### src/rtl/srt4_pkg.sv
`timescale 1ns/1ps
// Shared types and constants for the radix-4 signed-digit divider.
// Assumes: remainder estimate of 4 integer + 4 fraction bits, divisor
// estimate of 1 integer + 4 fraction bits.
package srt4_pkg;

    // Estimate widths and the band the remainder estimate can ever reach.
    localparam int EST_W    = 8;
    localparam int EST_FRAC = 4;
    localparam int DEST_W   = 5;
    localparam int EST_BAND = 6 << EST_FRAC;

    // Signed quotient digit: sign flag plus magnitude 0..2.
    typedef struct packed {
        logic       neg;
        logic [1:0] mag;
    } sdigit_t;

    // Controller state.
    typedef enum logic [1:0] {
        ST_IDLE = 2'd0,
        ST_ITER = 2'd1,
        ST_FIN  = 2'd2
    } st_e;

endpackage

### src/rtl/srt4_qsel.sv
`timescale 1ns/1ps
// Quotient digit selection.
// Adds the top bits of the sum and carry vectors into a short remainder
// estimate and compares twice its value (in 1/32 units) against four
// thresholds derived from the truncated divisor. Positive thresholds use
// the truncated divisor, negative ones the truncated divisor plus one
// LSB, so that truncation error on either side stays inside the 1/6
// overlap margin. Estimates outside the reachable band select zero.
// Assumes: divisor estimate is 1.xxxx (value 16..31 in 1/16 units).
module srt4_qsel
    import srt4_pkg::*;
(
    input  logic [EST_W-1:0]        s_top,
    input  logic [EST_W-1:0]        c_top,
    input  logic [DEST_W-1:0]       d_top,
    output logic signed [EST_W-1:0] est,
    output sdigit_t                 dig
);

    localparam int TW = 11;

    logic signed [TW-1:0] r32;
    logic signed [TW-1:0] d_lo;
    logic signed [TW-1:0] d_hi;
    logic signed [TW-1:0] th_p2;
    logic signed [TW-1:0] th_p1;
    logic signed [TW-1:0] th_m1;
    logic signed [TW-1:0] th_m2;
    logic                 out_band;

    // Assimilate only the short estimate.
    assign est = $signed(s_top + c_top);

    // Thresholds at +3/2, +1/2, -1/2, -3/2 of the divisor estimate.
    always_comb begin
        r32   = $signed({{(TW-EST_W-1){est[EST_W-1]}}, est, 1'b0});
        d_lo  = $signed({{(TW-DEST_W){1'b0}}, d_top});
        d_hi  = d_lo + 11'sd1;
        th_p2 = (d_lo <<< 1) + d_lo;
        th_p1 = d_lo;
        th_m1 = -d_hi;
        th_m2 = -((d_hi <<< 1) + d_hi);
    end

    // Cells no valid remainder can reach answer zero.
    assign out_band = (est >= 8'(EST_BAND)) || (est < -8'(EST_BAND));

    // Pick the digit from the highest threshold exceeded.
    always_comb begin
        dig = '{neg: 1'b0, mag: 2'd0};
        if (out_band)          dig = '{neg: 1'b0, mag: 2'd0};
        else if (r32 > th_p2)  dig = '{neg: 1'b0, mag: 2'd2};
        else if (r32 > th_p1)  dig = '{neg: 1'b0, mag: 2'd1};
        else if (r32 > th_m1)  dig = '{neg: 1'b0, mag: 2'd0};
        else if (r32 > th_m2)  dig = '{neg: 1'b1, mag: 2'd1};
        else                   dig = '{neg: 1'b1, mag: 2'd2};
    end

endmodule

### src/rtl/srt4_csa.sv
`timescale 1ns/1ps
// One recurrence step in carry-save form: adds sum, carry and -q*D with
// a row of full adders, then shifts both vectors left by two (times 4).
// Only the low RW-2 bits of each input matter, because the two top bits
// fall off in the shift. For positive digits the inverted multiple is
// completed by a +1 injected into the free carry LSB.
// Assumes: divisor is DW bits 1.xxx, aligned to the remainder LSB.
module srt4_csa
    import srt4_pkg::*;
#(
    parameter int DW = 16
) (
    input  logic [DW:0]   sum_i,
    input  logic [DW:0]   car_i,
    input  logic [DW-1:0] dvsr,
    input  sdigit_t       dig,
    output logic [DW+2:0] sum_o,
    output logic [DW+2:0] car_o
);

    localparam int LW = DW + 1;

    logic [LW-1:0] d1;
    logic [LW-1:0] d2;
    logic [LW-1:0] mq;
    logic          inj;
    logic [LW-1:0] fs;
    logic [LW-2:0] fc;

    assign d1 = {1'b0, dvsr};
    assign d2 = {dvsr, 1'b0};

    // Form -q*D and the matching carry-in.
    always_comb begin
        mq  = '0;
        inj = 1'b0;
        case ({dig.neg, dig.mag})
            3'b010:  begin mq = ~d2; inj = 1'b1; end
            3'b001:  begin mq = ~d1; inj = 1'b1; end
            3'b101:  mq = d1;
            3'b110:  mq = d2;
            default: mq = '0;
        endcase
    end

    // Row of full adders; majority bits only where they survive the shift.
    for (genvar i = 0; i < LW; i++) begin : g_fa
        assign fs[i] = sum_i[i] ^ car_i[i] ^ mq[i];
        if (i < LW - 1) begin : g_maj
            assign fc[i] = (sum_i[i] & car_i[i]) | (sum_i[i] & mq[i]) |
                           (car_i[i] & mq[i]);
        end
    end

    // Multiply the redundant remainder by four.
    assign sum_o = {fs, 2'b00};
    assign car_o = {fc, inj, 2'b00};

endmodule

### src/rtl/srt4_qacc.sv
`timescale 1ns/1ps
// Quotient collection: positive digits shift into one register and the
// magnitudes of negative digits into another, two bits per step, most
// significant digit first. Their difference is the unsigned quotient.
// Assumes: clr and shift_en are never high together.
module srt4_qacc
    import srt4_pkg::*;
#(
    parameter int QW = 16
) (
    input  logic          clk,
    input  logic          rst_n,
    input  logic          clr,
    input  logic          shift_en,
    input  sdigit_t       dig,
    output logic [QW-1:0] q_fin
);

    logic [QW-1:0] q_pos;
    logic [QW-1:0] q_neg;
    logic [1:0]    pos_bits;
    logic [1:0]    neg_bits;

    assign pos_bits = dig.neg ? 2'b00 : dig.mag;
    assign neg_bits = dig.neg ? dig.mag : 2'b00;

    // Shift the split digit registers.
    always_ff @(posedge clk) begin
        if (!rst_n || clr) begin
            q_pos <= '0;
            q_neg <= '0;
        end else if (shift_en) begin
            q_pos <= {q_pos[QW-3:0], pos_bits};
            q_neg <= {q_neg[QW-3:0], neg_bits};
        end
    end

    // Single carry-propagate merge.
    assign q_fin = q_pos - q_neg;

endmodule

### src/rtl/srt4_divider.sv
`timescale 1ns/1ps
// Radix-4 signed-digit divider, top level.
// Accepts two normalized operands (1.xxx) on start while idle, runs ITER
// recurrence steps on a carry-save remainder, then merges the split
// quotient registers and pulses done for one cycle.
// Assumes: bit DW-1 of both operands is set; ITER >= 2.
module srt4_divider
    import srt4_pkg::*;
#(
    parameter int DW   = 16,
    parameter int ITER = DW / 2
) (
    input  logic              clk,
    input  logic              rst_n,
    input  logic              start,
    input  logic [DW-1:0]     dividend,
    input  logic [DW-1:0]     divisor,
    output logic              done,
    output logic [2*ITER-1:0] quotient
);

    localparam int RW = DW + 3;
    localparam int QW = 2 * ITER;
    localparam int CW = $clog2(ITER + 1);
    localparam logic [CW-1:0] LAST = CW'(ITER - 1);

    st_e                     st;
    logic [CW-1:0]           cnt;
    logic [RW-1:0]           rem_s;
    logic [RW-1:0]           rem_c;
    logic [RW-1:0]           nxt_s;
    logic [RW-1:0]           nxt_c;
    logic [DW-1:0]           dvsr_q;
    sdigit_t                 dig;
    logic signed [EST_W-1:0] est;
    logic [QW-1:0]           q_fin;
    logic                    accept;
    logic                    stepping;
    logic                    busy;

    assign accept   = (st == ST_IDLE) && start;
    assign stepping = (st == ST_ITER);
    assign busy     = (st != ST_IDLE);

    srt4_qsel u_qsel (
        .s_top (rem_s[RW-1 -: EST_W]),
        .c_top (rem_c[RW-1 -: EST_W]),
        .d_top (dvsr_q[DW-1 -: DEST_W]),
        .est   (est),
        .dig   (dig)
    );

    srt4_csa #(.DW(DW)) u_csa (
        .sum_i (rem_s[RW-3:0]),
        .car_i (rem_c[RW-3:0]),
        .dvsr  (dvsr_q),
        .dig   (dig),
        .sum_o (nxt_s),
        .car_o (nxt_c)
    );

    srt4_qacc #(.QW(QW)) u_qacc (
        .clk      (clk),
        .rst_n    (rst_n),
        .clr      (accept),
        .shift_en (stepping),
        .dig      (dig),
        .q_fin    (q_fin)
    );

    // Sequence idle -> ITER steps -> merge.
    always_ff @(posedge clk) begin
        if (!rst_n) begin
            st  <= ST_IDLE;
            cnt <= '0;
        end else begin
            case (st)
                ST_IDLE: if (start) begin
                    st  <= ST_ITER;
                    cnt <= '0;
                end
                ST_ITER: begin
                    cnt <= cnt + 1'b1;
                    if (cnt == LAST) st <= ST_FIN;
                end
                default: st <= ST_IDLE;
            endcase
        end
    end

    // Load operands on accept, advance the redundant remainder per step.
    always_ff @(posedge clk) begin
        if (!rst_n) begin
            rem_s  <= '0;
            rem_c  <= '0;
            dvsr_q <= '0;
        end else if (accept) begin
            rem_s  <= {3'b000, dividend};
            rem_c  <= '0;
            dvsr_q <= divisor;
        end else if (stepping) begin
            rem_s  <= nxt_s;
            rem_c  <= nxt_c;
        end
    end

    // Register the merged quotient and the completion pulse.
    always_ff @(posedge clk) begin
        if (!rst_n) begin
            done     <= 1'b0;
            quotient <= '0;
        end else begin
            done <= (st == ST_FIN);
            if (st == ST_FIN) quotient <= q_fin;
        end
    end

endmodule

### config.mk
export PLATFORM = sky130hd
export DESIGN_NAME = srt4_divider
export DESIGN_NICKNAME = d
export VERILOG_FILES = /design/src/rtl/srt4_pkg.sv /design/src/rtl/srt4_qsel.sv /design/src/rtl/srt4_csa.sv /design/src/rtl/srt4_qacc.sv /design/src/rtl/srt4_divider.sv
export SDC_FILE = /design/constraint.sdc
export NUM_CORES = 1
export LEC_CHECK = 0
export BUFFER_PORTS_ARGS = -buffer_cell sky130_fd_sc_hd__clkbuf_2
export CORE_ASPECT_RATIO = 0.9
export CORE_MARGIN = 4
export CORE_UTILIZATION = 45
export DETAILED_ROUTE_END_ITERATION = 12
export PLACE_DENSITY_LB_ADDON = 0.15
export SLEW_MARGIN = 10
export SYNTH_ARGS = -nofsm -noshare
export SYNTH_HDL_FRONTEND = slang
export SYNTH_SLANG_ARGS = --single-unit
### constraint.sdc
create_clock -name clk -period 17.8 [get_ports clk]
set_clock_uncertainty 0.2 [all_clocks]
set_input_delay 0.89 -clock clk [delete_from_list [all_inputs] [get_ports clk]]
set_output_delay 0.89 -clock clk [all_outputs]
set_load 0.005 [all_outputs]
==> flow_summary.ini, run 1 <==
[run_status]
status = completed

[yosys]
synth_area_mm2 = 0.00698
yosysUniqueCellTypes = 62
yosys_warnings = 0
ys_seq_area_share_pct = 30.7
synth_area_leaders = dfxtp_1, ha_1, nand2_1
ys_async_sr_fraction_pct = 0
synth_enable_flop_cells = 0
mappedNetlistNets = 990
synth_ff_type = dfxtp_1
syn-instance-count = 869
ys_ff_latch = 107
yosys.area.top_type = dfxtp_1
synth_top_area_share_pct = 30.7
synth.avg_cell_area_um2 = 8.03

[placement]
place.gp.congestion = 0.827
dp.cells = 1086
dpl.hpwl_mm = 12.6
portBuffers = 51

[die]
dieArea_mm2 = 0.0176
die_h_um = 126
start_util_pct = 46.6
rows = 42
core_mm2 = 0.0150
die_w_um = 139
ios = 52

[route]
vias = 6001
routedWlPerCell_um = 15.7
drc = 0
ant_nets = 0
first_iter_violations = 355
wl_mm = 17.3
drt_pre_antenna_iters = 5
via_per_inst = 5.45

[cells_and_area]
areaGrowthSynthToFinish_pct = 9.84
n_fill_cell = 1479
nets = 1020
layout_common_cells = nand2_1, dfxtp_1, a21oi_1
num_antenna_cells = 0
drive_above_1_share_pct = 9.29
final_common_cell = nand2_1
final_cells = 1102

[power_and_ir_drop]
power_uw = 969
p_per_area_mw_per_mm2 = 126
vdd_drop_max_mv = 0.0817
p_leak_uw = 0.00298

[clock_network]
cts_sinks = 107
h-tree-depth = 3
clk_pin_slew_worst_paths_ns = 0.08
clk-insertion-delay-late_ns = 0.36
cts_resized = 0
tritoncts = yes
clockRootBuffer = clkbuf_16
numCtsBuffers = 9
ctsLongestPathBuffers = 2
post_cts_buffers = 0
hold_buffers = 0

[global_routing]
grt_pass1_vias = 5642
grt_pass1_wl_mm = 28.8
grt_usage_pct = 19.9
overflow = 0
antenna_found_initial = 0
grt_max_degree = 79

[sta]
clock.fmax_mhz = 140
final.setup.tns_ns = 0
rsz0062_at_grt = no
fin_crit_sh_pct = 40.0
worstMarginPinSlew_ns = 1.23
min_period_ns = 7.12
finalHoldViolations = 0
slew_headroom_pct = 18.0
slew_viol_final = 0
setup_viol_count_final = 0

[job]
cap_violations = 0

[critical_path]
crit_path_end_kind = register
path_class = register to register
critPathRequiredTime_ns = 17.87
cp-start-kind = register
path_max_fanout = 16
crit_arrival_ns = 7.19

[worst_hold_path]
hp-class = register to register
## per-stage QoR
stage	worst slack, ns	utilization [%]	hold slack, ns	area, um^2
after global placement	10.99	49.3	0.243	7390
after detailed placement	10.80	49.3	0.246	7390
after global routing	9.96	51.2	0.274	7670
after floorplan	11.97	-	0.232	6980
final	10.68	51.2	0.254	7670
after CTS	10.79	51.2	0.256	7670
## per-layer routing
layer  global-route usage, %  vias up  share of wire [%]
li1                        -     3082                  -
met1                    28.9     2793                 52
met2                    30.3      109                 43
met3                    4.17       17                4.1
met4                    4.78        0                1.3
met5                       0        -                  0
## sequential cells by signal (all words and copies together), names as in the netlist
| signal | flops |
|---|---|
| u_qacc.q_neg | 16 |
| st | 2 |
| dvsr_q | 16 |
| cnt | 4 |
| done | 1 |
| quotient | 16 |
| rem_s | 19 |
| rem_c | 17 |
| u_qacc.q_pos | 16 |
## synthesized netlist by cell type (all sizes together), types with 2 or more instances
cell    count
nand2     147
dfxtp     107
a21oi      84
nor2       71
ha         69
inv        63
xnor2      40
o21ai      33
clkbuf     30
a211oi     26
a22oi      20
fa         17
nand3      14
a21o       12
a221oi     11
nor3       11
o22ai      10
nand2b      9
xor2        9
buf         8
nand4       7
and2        6
nor2b       6
o21a        6
a22o        5
o211ai      5
or3         5
o31a        4
a31oi       3
and3        3
mux2i       3
nor3b       2
nor4        2
o211a       2
o311ai      2
## worst max-delay path, stage by stage, from the launching register on
cell and delay [ns]:
dfxtp_1 0.72, ha_1 0.37, nand2_1 0.09, xnor2_1 0.31, clkinv_1 0.28, xnor2_1 0.20
ha_1 0.35, a21oi_1 0.12, o21ai_0 0.15, xnor2_1 0.16, ha_1 0.29, a21o_1 0.18
a21o_1 0.17, a211o_1 0.29, o211ai_1 0.08, a31oi_1 0.14, a221oi_1 0.40, o21ai_0 0.22
inv_1 0.09, ha_1 0.26, nor2b_1 0.95, a22oi_1 0.26, fa_1 0.49, a221oi_1 0.25
## layout make-up
class	instances	area [um^2]	area share [%]
repair buffers	57	300	3.92
well taps	198	248	3.23
multi-input cells	660	4460	58.1
flip-flops and latches	107	2140	27.9
clock inverters	6	53.8	0.702
inverters	64	240	3.13
clock buffers	10	229	2.99
## report_power, final
| part | switching [uW] | leakage, uW | internal [uW] |
|---|---|---|---|
| Combinational | 284 | 0.00198 | 204 |
| Sequential | 21.7 | 0.000870 | 263 |
| Clock | 97.7 | 0.000136 | 97.9 |
## cell families after synthesis
group                      count (synthesis)  synth area share [%]
AOI/OAI and AO/OA                        232                  21.5
xor gates and xnor gates                  49                  6.15
adders and majority gates                 86                  17.2
buffers and inverters                    102                  5.65
DFF                                      107                  30.7
muxes                                      4                 0.591
and+or+nand+nor                          289                  18.2
## worst paths after layout
path                                 start        to  slack, ns  cells after the start
worst max-delay path            dvsr_q[11]  rem_s[8]      10.68                     23
worst min-delay path              rem_c[3]  rem_c[3]       0.25                      2
worst max register to register  dvsr_q[11]  rem_s[8]      10.68                     23
worst min register to register    rem_c[3]  rem_c[3]       0.25                      2
(Power assumes the default switching activity.)
==> run 2, diff against run 1 <==
==> constraint.sdc (replaced) <==
create_clock -name clk -period 6.5 [get_ports clk]
set_clock_uncertainty 0.2 [all_clocks]
set_input_delay 0.325 -clock clk [delete_from_list [all_inputs] [get_ports clk]]
set_output_delay 0.325 -clock clk [all_outputs]
set_load 0.005 [all_outputs]
==> flow_summary.ini, run 2 (same netlist as run 1, synthesis figures left out) <==
[job]
cap_violations = 0

[global_routing]
grt_max_degree = 79
grt_usage_pct = 20.4
antenna_found_initial = 0
grt_pass1_vias = 5734
overflow = 0
grt_pass1_wl_mm = 29.5

[cells_and_area]
fin_util_pct = 52.7
layout_common_cells = nand2_1, dfxtp_1, a21oi_1
n_fill_cell = 1483
largest-register = rem_s
final_common_cell = nand2_1
stdcell_area_mm2 = 0.00790
final_cells = 1121
num_antenna_cells = 0
areaGrowthSynthToFinish_pct = 13.1
drive_above_1_share_pct = 10.1
seq_area_mm2 = 0.00214
nets = 1039
largest_reg_flops = 19
multi_input_area_mm2 = 0.00447
reg_top3 = rem_s (19), rem_c (17)

[critical_path]
crit_path_max_incr_delay_ns = 0.46
crit_arrival_ns = 6.06
critPathRequiredTime_ns = 6.55
worstPathCellList = ha_2 -> nand2_1 -> xnor2_1 -> clkinv_1 -> xnor2_1 -> ha_1 -> a21oi_1 -> o21ai_0 -> xnor2_1 -> ha_1 -> a21o_1 -> a21o_1 -> a211o_1 -> o211ai_1 -> a31oi_1 -> a221oi_1 -> o21ai_0 -> inv_1 -> ha_1 -> nor2b_1 -> buf_4 -> a22oi_1 -> fa_1 -> a221oi_1
slowest_stage = dfxtp_1
cp-start-kind = register
path_max_fanout = 16
crit_family = compound AO/OA/AOI/OAI gates
crit_path_end_kind = register
path_class = register to register
cp.buffers_inverters = 3

[clock_network]
ctsLongestPathBuffers = 2
tritoncts = yes
cts_sinks = 107
numCtsBuffers = 9
clk_pin_slew_worst_paths_ns = 0.08
clk-insertion-delay-late_ns = 0.35
h-tree-depth = 3
clockRootBuffer = clkbuf_16

[route]
wl_mm = 17.8
vias = 6059
drt_pre_antenna_iters = 4
via_per_inst = 5.40
drc = 0
first_iter_violations = 421
ant_nets = 0
routedWlPerCell_um = 15.9

[power_and_ir_drop]
power.share.clock_pct = 21.3
p_per_area_mw_per_mm2 = 349
power.switching_uw = 1110
switching_share_pct = 40.5
p_leak_uw = 0.00309
pwr-share-seq_pct = 28.3
vdd_drop_max_mv = 0.191
combinationalPowerShare_pct = 50.5
p_int_uw = 1640

[sta]
finalHoldViolations = 0
holdWs_ns = 0.0130
slew_viol_final = 0
rsz0062_at_grt = no
slew_headroom_pct = 26.8
fin_crit_sh_pct = 92.5
setup_viol_count_final = 0
clock.fmax_mhz = 166
min_period_ns = 6.01
final.setup.tns_ns = 0
worstMarginPinSlew_ns = 1.09

[die]
start_util_pct = 46.6
dieArea_mm2 = 0.0176
die_w_um = 139
ios = 52
die_h_um = 126
core_mm2 = 0.0150
rows = 42

[placement]
portBuffers = 51
place.gp.congestion = 0.861
dpl.hpwl_mm = 12.9
dp.cells = 1090
place_area_mm2 = 0.00742

[worst_hold_path]
hp-class = input pin to register

[run_status]
status = completed
-- run 2: layer usage --
layer,up-vias,GRT usage [%],share of wire [%]
met1,2799,29.7,51
met5,-,0,0
met3,17,3.94,4.1
li1,3122,-,-
met2,121,31.1,43
met4,0,5.01,1.5
-- run 2: path summary, 6_finish.rpt --
kind,cells after the start,to,slack [ns],startpoint
hold reg to reg,2,quotient[8],0.25,quotient[8]
setup reg to reg,24,rem_s[15],0.49,dvsr_q[11]
setup / recovery,24,rem_s[15],0.49,dvsr_q[11]
hold / removal,3,rem_s[3],0.01,dividend[3]
-- run 2: layout make-up --
| cell class | instances | area share, % |
|---|---|---|
| Sequential cell | 107 | 27.2 |
| Clock inverter | 5 | 0.824 |
| Timing Repair Buffer | 76 | 6.08 |
| Clock buffer | 11 | 3.20 |
| Multi-Input combinational cell | 660 | 56.6 |
| Inverter | 64 | 3.04 |
| Tap cell | 198 | 3.14 |
-- run 2: worst register-to-register path, stage by stage, from the launching register on --
cell	delay [ns]
dfxtp_1	0.46
ha_2	0.30
nand2_1	0.09
xnor2_1	0.30
clkinv_1	0.27
xnor2_1	0.19
ha_1	0.33
a21oi_1	0.13
o21ai_0	0.14
xnor2_1	0.15
ha_1	0.29
a21o_1	0.18
a21o_1	0.17
a211o_1	0.28
o211ai_1	0.08
a31oi_1	0.14
a221oi_1	0.38
o21ai_0	0.23
inv_1	0.10
ha_1	0.26
nor2b_1	0.12
buf_4	0.23
a22oi_1	0.14
fa_1	0.46
a221oi_1	0.29
-- run 2: what timing repair did --
action / 4_1_cts / 5_1_grt
resized for setup: 0 / 4
setup buffers: 0 / 0
hold endpoints to repair: 15 / 0
setup endpoints to repair: 0 / 9
hold buffers: 15 / 0
-- run 2: metrics by stage --
stage	setup WS, ns	power (uW)
finish	0.488	2750
global route	0.0274	2990
CTS	0.350	2760
detailed placement	0.442	2160
global placement	0.602	2130
floorplan	0.673	1830
-- run 2: power groups by stage --
stage	combinational (uW)	clock [uW]	sequential, uW
after floorplan	1060	0	772
after global placement	1340	0	792
after detailed placement	1370	0	792
after CTS	1380	598	777
after global routing	1580	626	789
final	1390	586	778
==> run 3, diff against run 2 <==
--- a/config.mk
+++ b/config.mk
@@ -7,9 +7,9 @@
 export LEC_CHECK = 0
 export BUFFER_PORTS_ARGS = -buffer_cell sky130_fd_sc_hd__clkbuf_2
 export CORE_ASPECT_RATIO = 0.9
-export CORE_MARGIN = 4
 export CORE_UTILIZATION = 45
 export DETAILED_ROUTE_END_ITERATION = 12
+export MAX_ROUTING_LAYER = met4
 export PLACE_DENSITY_LB_ADDON = 0.15
 export SLEW_MARGIN = 10
 export SYNTH_ARGS = -nofsm -noshare
==> flow_summary.ini, run 3 (same netlist as run 1, synthesis figures left out) <==
[run_status]
status = completed

[die]
start_util_pct = 46.8
rows = 42
die_w_um = 133
die_h_um = 120
core_mm2 = 0.0149
dieArea_mm2 = 0.0160
ios = 52

[sta]
worstMarginPinSlew_ns = 1.09
final.setup.tns_ns = 0
setup_viol_count_final = 0
fin_crit_sh_pct = 90.9
rsz0062_at_grt = no
clock.fmax_mhz = 169
min_period_ns = 5.91
finalHoldViolations = 0
holdWs_ns = 0.00640
slew_viol_final = 0
slew_headroom_pct = 26.9

[critical_path]
ff2ff_path_depth = 24
critPathRequiredTime_ns = 6.56
cp-start-kind = register
r2r-end = rem_s[9]
crit_arrival_ns = 5.97
crit_path_end_kind = register
crit_end = rem_s[9]
path_class = register to register
crit_start = dvsr_q[12]
path_max_fanout = 16
r2r-start = dvsr_q[12]
r2r_setup_slack_ns = 0.59

[placement]
place.gp.congestion = 0.869
dpl.hpwl_mm = 12.7
portBuffers = 51
place_area_mm2 = 0.00743
dp.cells = 1092

[cells_and_area]
num_antenna_cells = 0
reg_top3 = rem_s (19), rem_c (17)
largest-register = rem_s
nets = 1044
areaGrowthSynthToFinish_pct = 13.3
fin_util_pct = 53.0
n_fill_cell = 1466
seq_area_mm2 = 0.00214
multi_input_area_mm2 = 0.00446
largest_reg_flops = 19
drive_above_1_share_pct = 9.81
layout_common_cells = nand2_1, dfxtp_1, a21oi_1
stdcell_area_mm2 = 0.00791
final_cells = 1126
final_common_cell = nand2_1

[global_routing]
grt_pass1_wl_mm = 28.8
grt_max_degree = 79
overflow = 0
grt_pass1_vias = 5740
grt_usage_pct = 23.6
antenna_found_initial = 0

[clock_network]
post_cts_buffers = 0
clk_pin_slew_worst_paths_ns = 0.07
clk-insertion-delay-late_ns = 0.36
tritoncts = yes
ctsLongestPathBuffers = 2
numCtsBuffers = 9
h-tree-depth = 3
clockRootBuffer = clkbuf_16
cts_sinks = 107

[route]
drc = 0
routedWlPerCell_um = 15.6
vias = 6100
via_per_inst = 5.42
wl_mm = 17.6
drt_pre_antenna_iters = 7
first_iter_violations = 434
ant_nets = 0

[power_and_ir_drop]
p_leak_uw = 0.00309
vdd_drop_max_mv = 0.295
p_per_area_mw_per_mm2 = 341

[job]
cap_violations = 0

[worst_hold_path]
min_path_cells = 3
hp-class = input pin to register
## run 3: cell count changes in the layout (fill, tap and decap cells not counted), sizes merged
| cell | previous run | this run |
|---|---|---|
| inv | 66 | 65 |
| clkinv | 2 | 4 |
| clkinvlp | 0 | 1 |
| buf | 10 | 12 |
| bufinv | 1 | 0 |
| dlygate4sd3 | 15 | 18 |
| clkbuf | 62 | 61 |
## run 3: metrics by stage
stage | total power, uW | setup WS, ns
global placement | 2120 | 0.672
detailed placement | 2150 | 0.521
finish | 2690 | 0.591
CTS | 2700 | 0.525
global route | 2940 | 0.00691
floorplan | 1830 | 0.673
## run 3: where the power goes
group	switching, uW	internal [uW]
sequential	57.7	720
clock	268	269
combinational	786	593
total	1110	1580
## run 3: layer usage
metal  global-route usage, %  vias up  wire [um]
li1                        -     3128          -
met1                    32.0     2841       9010
met3                    4.77       10        743
met2                    36.5      121       7680
met5                       -        -          0
met4                    4.69        0        176
## run 3: layout make-up
type	instances	share of cell area [%]
Sequential cell	107	27.1
Timing Repair Buffer	81	6.65
Clock buffer	10	2.90
Multi-Input combinational cell	660	56.4
Clock inverter	6	0.775
Tap cell	198	3.13
Inverter	64	3.04
## run 3: repair_timing
action	4_1_cts	5_1_grt
setup endpoints to repair	0	23
hold buffers	18	0
resized for setup	0	1
endpoints found under the hold margin	18	0
## run 3: how the worst min path moves through the flow
stage / startpoint / end / slack, ns
after CTS: dividend[3] / rem_s[3] / 0.004
after global routing: dividend[3] / rem_s[3] / 0.01
after detailed placement: quotient[12] / quotient[12] / 0.25
final: divisor[1] / dvsr_q[1] / 0.006
after global placement: quotient[13] / quotient[13] / 0.24
after floorplan: rem_c[2] / rem_c[2] / 0.23
## run 3: worst max-delay path, stage by stage, from the launching register on
cell and delay, ns:
dfxtp_1 0.50, ha_1 0.33, nand2_1 0.09, xnor2_1 0.29, clkinv_1 0.26, xnor2_1 0.19
ha_1 0.32, a21oi_1 0.12, o21ai_0 0.15, xnor2_1 0.17, ha_1 0.30, a21o_1 0.19
a21o_1 0.17, a211o_1 0.29, o211ai_1 0.08, a31oi_1 0.14, a221oi_2 0.31, o21ai_0 0.19
inv_1 0.08, ha_1 0.26, nor2b_1 0.12, buf_4 0.22, a22oi_1 0.13, fa_1 0.45
a221oi_1 0.26
